## config.mk

```make
export PLATFORM = sky130hd
export DESIGN_NAME = qenc_counter
export DESIGN_NICKNAME = d
export VERILOG_FILES = /design/src/rtl/qenc_pkg.sv /design/src/rtl/qenc_sync.sv /design/src/rtl/qenc_decode.sv /design/src/rtl/qenc_poscnt.sv /design/src/rtl/qenc_counter.sv
export SDC_FILE = /design/constraint.sdc
export NUM_CORES = 1
export LEC_CHECK = 0
export BUFFER_PORTS_ARGS = -buffer_cell sky130_fd_sc_hd__buf_2
export CAP_MARGIN = 20
export CORE_MARGIN = 3
export CORE_UTILIZATION = 53
export CTS_BUF_LIST = sky130_fd_sc_hd__clkbuf_4 sky130_fd_sc_hd__clkbuf_8 sky130_fd_sc_hd__clkbuf_16
export DETAILED_ROUTE_END_ITERATION = 6
export PLACE_DENSITY = 0.77
export SLEW_MARGIN = 20
export SYNTH_ARGS = -nofsm -noshare
export SYNTH_HDL_FRONTEND = slang
export SYNTH_SLANG_ARGS = --single-unit
```

## constraint.sdc

```tcl
create_clock -name clk -period 2.55 [get_ports clk]
set_clock_uncertainty 0.15 [all_clocks]
set_input_delay 0.1275 -clock clk [delete_from_list [all_inputs] [get_ports clk]]
set_output_delay 0.1275 -clock clk [all_outputs]
set_load 0.005 [all_outputs]
```

## src/rtl/qenc_pkg.sv

```systemverilog
package qenc_pkg;

  localparam int QENC_CNT_W = 16;

  typedef enum logic [1:0] {
    ADDR_CTRL = 2'd0,
    ADDR_MAX  = 2'd1,
    ADDR_POS  = 2'd2,
    ADDR_STAT = 2'd3
  } reg_addr_e;

  // Phase pair {A,B} that follows the given pair when A leads B.
  function automatic logic [1:0] fwd_state(input logic [1:0] ab);
    case (ab)
      2'b00:   return 2'b10;
      2'b10:   return 2'b11;
      2'b11:   return 2'b01;
      default: return 2'b00;
    endcase
  endfunction

endpackage

```

## src/rtl/qenc_sync.sv

```systemverilog
module qenc_sync #(
  parameter int WIDTH  = 3,
  parameter int STAGES = 2
) (
  input  logic             clk,
  input  logic             rst_n,
  input  logic [WIDTH-1:0] d,
  output logic [WIDTH-1:0] q
);

  logic [WIDTH-1:0] stg [STAGES];

  always_ff @(posedge clk) begin
    if (!rst_n) begin
      for (int i = 0; i < STAGES; i++) stg[i] <= '0;
    end else begin
      stg[0] <= d;
      for (int i = 1; i < STAGES; i++) stg[i] <= stg[i-1];
    end
  end

  assign q = stg[STAGES-1];

endmodule

```

## src/rtl/qenc_decode.sv

```systemverilog
module qenc_decode
  import qenc_pkg::*;
(
  input  logic clk,
  input  logic rst_n,
  input  logic a_s,
  input  logic b_s,
  input  logic z_s,
  input  logic invert,
  output logic inc,
  output logic dec,
  output logic ill,
  output logic z_rise
);

  logic [1:0] prev_ab;
  logic [1:0] cur_ab;
  logic       prev_z;
  logic       fwd;
  logic       bwd;

  assign cur_ab = {a_s, b_s};

  always_ff @(posedge clk) begin
    if (!rst_n) begin
      prev_ab <= 2'b00;
      prev_z  <= 1'b0;
    end else begin
      prev_ab <= cur_ab;
      prev_z  <= z_s;
    end
  end

  assign fwd    = (cur_ab == fwd_state(prev_ab));
  assign bwd    = (prev_ab == fwd_state(cur_ab));
  assign ill    = ((cur_ab ^ prev_ab) == 2'b11);
  assign inc    = invert ? bwd : fwd;
  assign dec    = invert ? fwd : bwd;
  assign z_rise = z_s & ~prev_z;

  // at most one decode event per cycle
  assert_one_event_R1: assert property (@(posedge clk) disable iff (!rst_n)
    $onehot0({inc, dec, ill}));

  // a double change never produces a step
  assert_ill_no_step_R4: assert property (@(posedge clk) disable iff (!rst_n)
    ill |-> (!inc && !dec));

endmodule

```

## src/rtl/qenc_poscnt.sv

```systemverilog
module qenc_poscnt #(
  parameter int CNT_W = 16
) (
  input  logic             clk,
  input  logic             rst_n,
  input  logic             inc,
  input  logic             dec,
  input  logic             clr,
  input  logic             use_max,
  input  logic [CNT_W-1:0] max_val,
  output logic [CNT_W-1:0] cnt
);

  logic [CNT_W-1:0] cnt_q;

  function automatic logic [CNT_W-1:0] step_count(
    input logic [CNT_W-1:0] c,
    input logic             up,
    input logic             lim,
    input logic [CNT_W-1:0] top
  );
    if (up) return (lim && c >= top) ? '0 : c + CNT_W'(1);
    else    return (lim && c == '0)  ? top : c - CNT_W'(1);
  endfunction

  always_ff @(posedge clk) begin
    if (!rst_n)     cnt_q <= '0;
    else if (clr)   cnt_q <= '0;
    else if (inc)   cnt_q <= step_count(cnt_q, 1'b1, use_max, max_val);
    else if (dec)   cnt_q <= step_count(cnt_q, 1'b0, use_max, max_val);
  end

  assign cnt = cnt_q;

  assert_step_up_R1: assert property (@(posedge clk) disable iff (!rst_n)
    (inc && !clr && !(use_max && cnt_q >= max_val)) |=> cnt_q == $past(cnt_q) + CNT_W'(1));

  assert_wrap_down_R6: assert property (@(posedge clk) disable iff (!rst_n)
    (dec && !clr && use_max && cnt_q == '0) |=> cnt_q == $past(max_val));

  assert_wrap_up_R6: assert property (@(posedge clk) disable iff (!rst_n)
    (inc && !clr && use_max && cnt_q >= max_val) |=> cnt_q == '0);

  assert_index_clear_R5: assert property (@(posedge clk) disable iff (!rst_n)
    clr |=> cnt_q == '0);

  assert_hold_R1: assert property (@(posedge clk) disable iff (!rst_n)
    !(inc || dec || clr) |=> $stable(cnt_q));

endmodule

```

## src/rtl/qenc_counter.sv

```systemverilog
module qenc_counter
  import qenc_pkg::*;
#(
  parameter int CNT_W     = QENC_CNT_W,
  parameter int SYNC_STGS = 2
) (
  input  logic             clk,
  input  logic             rst_n,
  input  logic             enc_a,
  input  logic             enc_b,
  input  logic             enc_z,
  input  logic             bus_wr,
  input  logic [1:0]       bus_addr,
  input  logic [CNT_W-1:0] bus_wdata,
  output logic [CNT_W-1:0] bus_rdata
);

  logic [2:0]       sync_q;
  logic             step_inc, step_dec, step_ill, z_rise;
  logic             cfg_invert, cfg_index;
  logic [CNT_W-1:0] max_q;
  logic [CNT_W-1:0] pos;
  logic             dir_up_q, ill_q;
  logic             idx_clr;
  logic             unused_wdata;
  reg_addr_e        addr;

  assign addr = reg_addr_e'(bus_addr);

  qenc_sync #(.WIDTH(3), .STAGES(SYNC_STGS)) sync_i (
    .clk(clk), .rst_n(rst_n), .d({enc_a, enc_b, enc_z}), .q(sync_q)
  );

  qenc_decode decode_i (
    .clk(clk), .rst_n(rst_n),
    .a_s(sync_q[2]), .b_s(sync_q[1]), .z_s(sync_q[0]),
    .invert(cfg_invert),
    .inc(step_inc), .dec(step_dec), .ill(step_ill), .z_rise(z_rise)
  );

  assign idx_clr = z_rise & cfg_index;

  qenc_poscnt #(.CNT_W(CNT_W)) cnt_i (
    .clk(clk), .rst_n(rst_n),
    .inc(step_inc), .dec(step_dec), .clr(idx_clr),
    .use_max(~cfg_index), .max_val(max_q), .cnt(pos)
  );

  always_ff @(posedge clk) begin
    if (!rst_n) begin
      cfg_invert <= 1'b0;
      cfg_index  <= 1'b0;
      max_q      <= '1;
      dir_up_q   <= 1'b0;
      ill_q      <= 1'b0;
    end else begin
      if (bus_wr && addr == ADDR_CTRL) begin
        cfg_invert <= bus_wdata[0];
        cfg_index  <= bus_wdata[1];
      end
      if (bus_wr && addr == ADDR_MAX) max_q <= bus_wdata;
      if (step_inc)      dir_up_q <= 1'b1;
      else if (step_dec) dir_up_q <= 1'b0;
      if (step_ill)                                       ill_q <= 1'b1;
      else if (bus_wr && addr == ADDR_STAT && bus_wdata[1]) ill_q <= 1'b0;
    end
  end

  always_comb begin
    case (addr)
      ADDR_CTRL: bus_rdata = {{(CNT_W-2){1'b0}}, cfg_index, cfg_invert};
      ADDR_MAX:  bus_rdata = max_q;
      ADDR_POS:  bus_rdata = pos;
      default:   bus_rdata = {{(CNT_W-2){1'b0}}, ill_q, dir_up_q};
    endcase
  end

  assign unused_wdata = ^bus_wdata[CNT_W-1:2];

  assert_dir_up_R3: assert property (@(posedge clk) disable iff (!rst_n)
    step_inc |=> dir_up_q);

  assert_dir_down_R3: assert property (@(posedge clk) disable iff (!rst_n)
    step_dec |=> !dir_up_q);

  assert_ill_sticky_R4: assert property (@(posedge clk) disable iff (!rst_n)
    step_ill |=> ill_q);

  assert_limit_no_clear_R6: assert property (@(posedge clk) disable iff (!rst_n)
    !cfg_index |-> !idx_clr);

endmodule

```

Yosys cells after proc, flatten, opt, wreduce, memory -nomap -nowiden
Memory sizes are Yosys's and may differ from the RTL's.
Index checks and enable logic that the tools add are counted.
{"block": "word_totals", "wordCells": 60, "reg_bits": 39, "input_bits": 24, "ramBits": 6, "output_inout_bits": 16, "mem_count": 1}
{"memory": "sync_i.stg", "depth": 2, "width": 3, "read_ports": 2, "rd_ports_with_merged_regs": 0, "write_ports": 2, "line": "qenc_sync.sv:11", "text": "logic [WIDTH-1:0] stg [STAGES];"}
{"block": "op_classes", "bitwise_logic": 8, "n_mux": 17, "n_reduce_logical": 13, "addsub": 2, "magnitude_cmp": 1, "eq_ne": 10}
{"cell": "two-way mux 16 bit", "n": 4}
{"cell": "case mux 16 bit (3 select lines)", "n": 1}
{"cell": "adder 16 x 1 -> 16 bit (second input constant)", "n": 1}
{"cell": "greater-or-equal comparator 16 bit", "n": 1}
{"cell": "zero test 16 bit", "n": 1}
{"cell": "subtractor 16 x 1 -> 16 bit (second input constant)", "n": 1}
{"cell": "== test 2 bit (second input constant)", "n": 7}
{"cell": "case mux 2 bit (3 select lines)", "n": 2}
{"cell": "two-way mux 1 bit", "n": 8}
{"cell": "logical AND 1 bit", "n": 6}
{"cell": "zero test 2 bit", "n": 3}
{"cell": "two-way mux 3 bit", "n": 2}
{"cell": "== test 2 bit", "n": 2}
{"cell": "nonzero test 2 bit", "n": 2}
{"cell": "NOT 1 bit", "n": 3}
{"cell": "AND 1 bit", "n": 2}
{"cell": "== test 2 x 1 -> 1 bit (second input constant)", "n": 1}
{"cell": "OR 1 bit", "n": 2}
{"cell": "OR reduction 2 bit", "n": 1}
{"cell": "XOR 2 bit", "n": 1}

Depth between registers and ports, before layout
Gate-level depths: netlist (run 1).
{"block": "logic_depth", "word_depth": 6, "ltp_mapped": 9, "mapped_depth_nobuf": 8}

By module
A second synthesis (run 1) with hierarchy kept.
{"block": "hier_totals", "hier_cells": 422, "area_unflattened_um2": 3564.7}
{"mod": "qenc_poscnt", "cells_per_inst": 273, "n_inst": 1, "seq_area_each_um2": 320.3, "area_per_inst_um2": 2072.0}
{"mod": "qenc_counter", "cells_per_inst": 114, "n_inst": 1, "seq_area_each_um2": 400.4, "area_per_inst_um2": 1138.6}
{"mod": "qenc_sync", "cells_per_inst": 15, "n_inst": 1, "seq_area_each_um2": 120.1, "area_per_inst_um2": 180.2}
{"mod": "qenc_decode", "cells_per_inst": 20, "n_inst": 1, "seq_area_each_um2": 60.1, "area_per_inst_um2": 173.9}

Worst setup path before layout (run 1)
No wires, ideal clock.
{"block": "synth_path", "kind": "reg-to-reg", "from": "reg cnt_i.cnt_q[0] (netlist: cnt_i.cnt[0])", "to": "reg cnt_i.cnt_q[15] (netlist: cnt_i.cnt[15])", "n_path_buf": 1, "t_required_ns": 2.270, "path_slack_ns": 0.013, "period_less_slack_ns": 2.537, "setup_ns": 0.130, "path_stages_with_launch": 10, "arrival_time_ns": 2.257, "cell_sequence": "dfxtp_1 > inv_1 > ha_1 > nand2b_1 > a2111oi_0 > or4b_2 > a41o_1 > buf_2 > a21oi_1 > o22ai_1"}
{"block": "synth_via", "elab_chain_len": 5, "elab_cells_between_ends": 10, "classes_between": "add/sub: 2; order compare: 1; mux: 4; reduce/logical: 3"}
{"item": "from (decl)", "line": "qenc_poscnt.sv:14", "text": "logic [CNT_W-1:0] cnt_q;"}
{"item": "from (signal assigned)", "line": "qenc_poscnt.sv:29", "text": "else if (inc) cnt_q <= step_count(cnt_q, 1'b1, use_max, max_val);"}
{"item": "from (signal assigned)", "line": "qenc_poscnt.sv:30", "text": "else if (dec) cnt_q <= step_count(cnt_q, 1'b0, use_max, max_val);"}
{"item": "parallel branches: the longest is 4 deep, another holds subtractor 16 x 1 -> 16 bit"}
{"item": "two-way mux 16 bit *", "line": "qenc_poscnt.sv:29"}
Mark *: on every way between the ends. The select of a mux whose other input is x is not followed.
A chain may end at the register's enable or synchronous reset.

Final worst setup path (run 1)
{"block": "layout_path", "from": "reg max_q[14]", "to": "reg cnt_i.cnt_q[15] (netlist: cnt_i.cnt[15])"}
{"block": "layout_via", "elab_chain_len": 4}
{"item": "from (decl)", "line": "qenc_counter.sv:21", "text": "logic [CNT_W-1:0] max_q;"}
{"item": "from (signal assigned)", "line": "qenc_counter.sv:61", "text": "if (bus_wr && addr == ADDR_MAX) max_q <= bus_wdata;"}
{"item": "greater-or-equal comparator 16 bit", "line": "qenc_poscnt.sv:22", "text": "if (up) return (lim && c >= top) ? '0 : c + CNT_W'(1);"}
{"item": "logical AND 1 bit", "line": "qenc_poscnt.sv:22"}
{"item": "two-way mux 16 bit", "line": "qenc_poscnt.sv:22"}
{"item": "two-way mux 16 bit", "line": "qenc_poscnt.sv:29"}
No other way between the ends.

==> results by group, run 1 <==
Final layout
  – Most frequent cells in the layout: buf_4 (65), dfxtp_1 (41), buf_2 (39)
  – Ant diodes: 0
  – Fillers: 434
  – Post-layout nets: 540
  – Final core occ: 74.7%
  – Layout cells sized above 1: 29.5%
  – P&R area growth vs syn: 33.2%
  – Commonest non-fill, non-tap cell in the layout: buf_4

Power and ir drop
  – VDD IR max: 410 uV
  – PD cells: 678 nW/um2
  – Leak Pwr: 1.88 nW
  – Clock network power share: 15.7%
  – P_int: 1.67 mW
  – Switching share of power: 41.3%
  – Share of total power in combinational logic: 55.2%
  – Register share of total power: 29.1%
  – Net switching power: 1.17 mW

Route
  – DRT iter0 DRCs: 329
  – Post-DR wirelength/cell: 16.7 um
  – DRC: 0
  – Total Wirelength: 9.52 mm
  – Detail Route Antenna Nets: 0
  – Pre-Repair DR Iteration Count: 5
  – DR vias: 3366
  – Avg Vias per Cell: 5.91

Floorplanning
  – Area of the core: 5610 um2
  – Die Width: 83.0 um
  – Initial core utilization: 56.0%
  – Ports: 40
  – Die Ht: 83.0 um
  – Site Rows: 27
  – Die area: 6890 um2

Critical path
  – CP Class: reg2reg
  – Critical Path Start Type: register
  – Req. time, crit path: 2.58 ns
  – Critical-path maximum fanout: 4
  – Worst setup EP type: register
  – Arrival time worst endpoint: 2.56 ns

Timing
  – Final Cycle Share: 98.9%
  – Worst hold slack: 0.0759 ns
  – RSZ-0062 raised after global routing: yes
  – Max-slew headroom: 59.1%
  – Setup Viol. Count Final: 0
  – Slew Limit Fails: 0
  – Minimum clock period: 2.52 ns
  – Final hold vios: 0
  – Worst slew pin tran: 0.609 ns
  – Max Clk Rate: 396 MHz

GRT
  – GRT Resource Usage Total: 27.6%
  – Largest net degree at the start of global routing: 27
  – Vias in the first global route: 3285
  – First-pass GRT wire length: 15.8 mm
  – GRT overflow: 0
  – Initial antenna violation count: 0

Run status
  – Status: finished, final reports clean

Clock network
  – Worst-path clk slew: 0.09 ns
  – Cts bufs inserted: 5
  – CTS sink count: 45
  – H-tree depth: 2
  – Clk_lat worst skew: 0.31 ns
  – TritonCTS clock tree: built
  – Clk buf depth: 2
  – CTS root buf: clkbuf_8

Synthesis
  – Flops & latches, synth: 45
  – Seq/Total Area, Yosys: 28.7%
  – Largest cells by area after synthesis: dfxtp_1 (29%), ha_1 (7.6%), o211ai_1 (4.5%)
  – Async set-reset flop share out of synthesis: 0%
  – Cell taking the most area after synthesis: dfxtp_1
  – Cell variety after synth: 55
  – Avg Cell Area, Syn: 7.92 um2
  – Post-synth EDFFs: 0
  – Synth warnings: 0
  – Syn nets: 440
  – Cell Area, Synth: 3140 um2
  – Share of the synthesized area in the top cell type: 28.7%
  – Top_reg_cell synth: dfxtp_1
  – Mapped Cells: 397

Place
  – DP HPWL: 6.84 mm
  – Routability cong.: 0.987
  – IO Port Bufs: 39

Worst hold path
  – Worst min-delay path class: in2reg

Flow run
  – Max_cap viols: 0
==> power groups by stage <==
stage	clock network, mW	registers [mW]	logic, mW
floorplan	0	0.839	0.951
global placement	0	0.829	1.44
detailed placement	0	0.833	1.45
CTS	0.453	0.817	1.49
global route	0.486	0.837	1.71
finish	0.445	0.827	1.57
==> routing by layer <==
metal | wire [um] | GRT usage (%) | vias up
li1 | - | - | 1653
met1 | 4150 | 36.8 | 1552
met2 | 4530 | 45.6 | 138
met3 | 657 | 4.27 | 23
met4 | 182 | 8.62 | 0
met5 | 0 | 0 | -
==> kinds of logic after synthesis <==
logic type      after synthesis  synth area share [%]
compound gates              104                  23.5
xor+xnor                     17                  4.74
fa+ha+maj                    19                  7.56
buf+inv                      56                  7.40
flops                        45                  28.7
mux                           5                  2.43
simple gates                151                  25.7
==> Yosys cell counts (all sizes together) (2+ instances only) <==
cell / count
dfxtp: 45
nand2: 35
nor2: 33
a21oi: 25
inv: 23
clkbuf: 20
ha: 19
o211ai: 19
nand3: 18
a22o: 15
and2: 13
buf: 13
nand4: 13
nor3: 12
o21ai: 9
xor2: 9
xnor2: 8
nor4: 7
o31ai: 6
a211oi: 5
a311oi: 5
nand3b: 4
a2111oi: 3
a31oi: 3
nor2b: 3
o22ai: 3
a22oi: 2
and4: 2
mux2i: 2
mux4: 2
nand2b: 2
nor3b: 2
nor4b: 2
o21bai: 2
or4: 2
==> sequential cells by signal, indices dropped and copies added (netlist names), 2 cells and up <==
name,flops
max_q,16
sync_i.stg,6
cnt_i.cnt,16
decode_i.prev_ab,2
==> final timing paths <==
path                          from          endpoint  slack, ns  cells after the start
setup / recovery         max_q[14]     cnt_i.cnt[15]       0.03                     10
hold / removal              bus_wr             ill_q       0.08                      4
setup reg to reg         max_q[14]     cnt_i.cnt[15]       0.03                     10
hold reg to reg   sync_i.stg[0][1]  sync_i.stg[0][4]       0.29                      1
==> layout make-up <==
class | count | area (um2) | share of cell area (%)
multi-input cells | 296 | 2110 | 50.4
repair buffers | 126 | 907 | 21.7
flip-flops and latches | 45 | 906 | 21.6
well taps | 72 | 90.1 | 2.15
inverters | 23 | 86.3 | 2.06
clock buffers | 5 | 68.8 | 1.64
clock inverters | 3 | 17.5 | 0.418
==> metrics by stage <==
step	TNS (ns)	std cells	instance area (um2)	worst slack, ns	power, mW
2_1_floorplan	0	397	3140	0.0135	1.79
3_3_place_gp	-0.579	542	3780	-0.142	2.27
3_5_place_dp	-1.92	542	3780	-0.281	2.28
4_1_cts	0	569	4080	0.0185	2.76
5_1_grt	-0.170	570	4190	-0.0388	3.03
6_report	0	570	4190	0.0269	2.84
==> worst max-delay path, stage by stage (launching register included) <==
cell and delay, ns:
dfxtp_2 0.34, inv_1 0.07, ha_4 0.27, nand4_1 0.14, nor2_2 0.21, or4b_4 0.49, a41o_1 0.28, buf_6 0.14
a21oi_4 0.15, buf_6 0.11, o22ai_1 0.06
==> what timing repair did <==
| item | in CTS | in global routing |
|---|---|---|
| buffers inserted | 0 | 1 |
| setup endpoints to repair | 16 | 11 |
| hold buffers | 19 | 0 |
| endpoints found under the hold margin | 21 | 0 |
| gates resized for setup | 6 | 19 |
| pin swaps | 3 | 10 |
Power figures use the tool's default switching activity.
==> run 2: changes to the inputs <==
CORE_UTILIZATION = 63   (was 53)
PLACE_DENSITY = 0.86   (was 0.77)
clock period = 3.1 ns   (was 2.55 ns; I/O delays follow)
==> run 2 against run 1 <==
  * Register-to-register slack improved by 0.19 ns
  * Sequential share of layout area grew 2.6 points
  * Wire length shrank 4.0%
  * Cell area is 11% lower
  * Clock-buffer cell count unchanged
  * Flip-flop and latch count unchanged
  * Cell count decreased by 9.1%
==> results by group, run 2 (synthesis results as in run 1) <==
Worst hold path
  – HP Start: bus_wr
  – WHS Path Cells: 4
  – WHS Endpoint: ill_q
  – Worst min-delay path class: in2reg

Critical path
  – Worst setup EP type: register
  – Critical-path maximum fanout: 16
  – R2r endpoint: cnt_i.cnt[8]
  – Arrival time worst endpoint: 2.92 ns
  – Max incr delay on CP: 0.63 ns
  – Critical-path top delay cell: or4b_2
  – Req. time, crit path: 3.13 ns
  – CP Class: reg2reg
  – Crit path cell chain: inv_1 -> ha_1 -> nand4_1 -> nor2_1 -> or4b_2 -> a41o_2 -> a21oi_1 -> o32ai_1
  – Register-to-Register Path Depth: 8
  – Worst R2R Setup Slack: 0.21 ns
  – Reg-to-Reg Start: max_q[13]
  – Critical Path Start Type: register

Route
  – Total Wirelength: 9.14 mm
  – Avg Vias per Cell: 6.38
  – Post-DR wirelength/cell: 17.6 um
  – Detail Route Antenna Nets: 0
  – DRT iter0 DRCs: 317
  – DR vias: 3307
  – Pre-Repair DR Iteration Count: 5
  – DRC: 0

Run status
  – Status: finished, final reports clean

Final layout
  – Final non-filler cell total: 518
  – Post-route cell area: 3720 um2
  – Most frequent cells in the layout: dfxtp_1 (45), buf_2 (39), nand2_1 (35)
  – Final core occ: 77.7%
  – Ant diodes: 0
  – Commonest non-fill, non-tap cell in the layout: dfxtp_1
  – P&R area growth vs syn: 18.3%
  – Layout cells sized above 1: 18.2%
  – Fillers: 387
  – Post-layout nets: 493

Floorplanning
  – Die area: 5870 um2
  – Site Rows: 25
  – Initial core utilization: 65.7%
  – Die Ht: 76.6 um
  – Ports: 40
  – Die Width: 76.6 um
  – Area of the core: 4790 um2

Power and ir drop
  – Switching share of power: 42.9%
  – Leak Pwr: 1.66 nW
  – PD cells: 590 nW/um2
  – Net switching power: 0.941 mW
  – Register share of total power: 31.2%
  – P_int: 1.25 mW
  – VDD IR max: 457 uV
  – Share of total power in combinational logic: 50.8%
  – Clock network power share: 18.0%

GRT
  – Largest net degree at the start of global routing: 29
  – First-pass GRT wire length: 15.4 mm
  – GRT Resource Usage Total: 32.1%
  – Initial antenna violation count: 0
  – Vias in the first global route: 3224
  – GRT overflow: 0

Flow run
  – Max_cap viols: 0

Timing
  – Max Clk Rate: 346 MHz
  – Setup TNS: 0 ns
  – Final hold vios: 0
  – Setup Viol. Count Final: 0
  – Final Cycle Share: 93.1%
  – Fin worst setup slack: 0.213 ns
  – Slew Limit Fails: 0
  – RSZ-0062 raised after global routing: no
  – Minimum clock period: 2.89 ns
  – Max-slew headroom: 46.9%
  – Worst slew pin tran: 0.791 ns

Clock network
  – Cts bufs inserted: 5
  – Clk buf depth: 2
  – Clk_lat worst skew: 0.30 ns
  – H-tree depth: 2
  – Post-CTS setup buffer count: 0
  – CTS root buf: clkbuf_8
  – CTS sink count: 45
  – TritonCTS clock tree: built
  – Worst-path clk slew: 0.10 ns

Place
  – DP HPWL: 6.16 mm
  – IO Port Bufs: 39
  – Placed cell areas: 3430 um2
  – Worst slack, placed: 0.193 ns
  – Routability cong.: 0.990
  – Placed cells: 491
run 2: cell count changes in the layout (fill, tap and decap cells not counted), sizes merged:
cell,change
inv,+2
clkinv,-2
buf,-47
run 2: power groups by stage:
stage	Sequential, mW	Clock [mW]	Combinational [mW]
2_1_floorplan	0.691	0	0.783
3_3_place_gp	0.693	0	1.04
3_5_place_dp	0.696	0	1.06
4_1_cts	0.683	0.398	1.09
5_1_grt	0.692	0.423	1.22
6_report	0.685	0.395	1.11
run 2: what timing repair did:
item                                    in CTS  in global routing
endpoints found under the hold margin       21                  0
endpoints found under the setup margin       0                  3
resized for setup                            0                  1
hold buffers                                19                  0
run 2: layout make-up:
class	instances	area [um2]	area share (%)
Clock inverter	3	25.0	0.673
Clock buffer	5	68.8	1.85
Multi-Input combinational cell	296	2010	54.1
Sequential cell	45	901	24.2
Timing Repair Buffer	79	543	14.6
Inverter	23	86.3	2.32
Tap cell	67	83.8	2.25
run 2: per-stage QoR:
step	total power [mW]	hold slack, ns
2_1_floorplan	1.47	0.132
3_3_place_gp	1.74	0.209
3_5_place_dp	1.76	0.215
4_1_cts	2.17	0.0884
5_1_grt	2.34	0.123
6_report	2.19	0.0920
run 2: worst max-delay path, delay by kind of cell, from the launching register on:
family,cells,cell delay [ns]
AOI/OAI and AO/OA,3,0.82
adders and majority gates,1,0.31
DFF,1,0.34
and+or+nand+nor,3,1.06
buffers and inverters,1,0.07
run 2: per-layer routing:
metal | track usage [%] | share of wire (%) | up-vias
met5 | 0 | 0 | -
met4 | 13.9 | 3.6 | 0
met3 | 5.20 | 9.0 | 38
met2 | 52.9 | 47 | 197
met1 | 41.3 | 40 | 1516
li1 | - | - | 1556
run 2: worst max path at each step:
stage                       startpoint             to  slack (ns)  depth (start not counted)
after global placement    cnt_i.cnt[0]   cnt_i.cnt[8]        0.31                          8
after global routing      cnt_i.cnt[0]  cnt_i.cnt[11]        0.08                          8
after detailed placement     max_q[12]  cnt_i.cnt[11]        0.19                          8
final                        max_q[13]   cnt_i.cnt[8]        0.21                          8
after CTS                    max_q[12]   cnt_i.cnt[8]        0.17                          8
after floorplan           cnt_i.cnt[0]  cnt_i.cnt[15]        0.56                          9
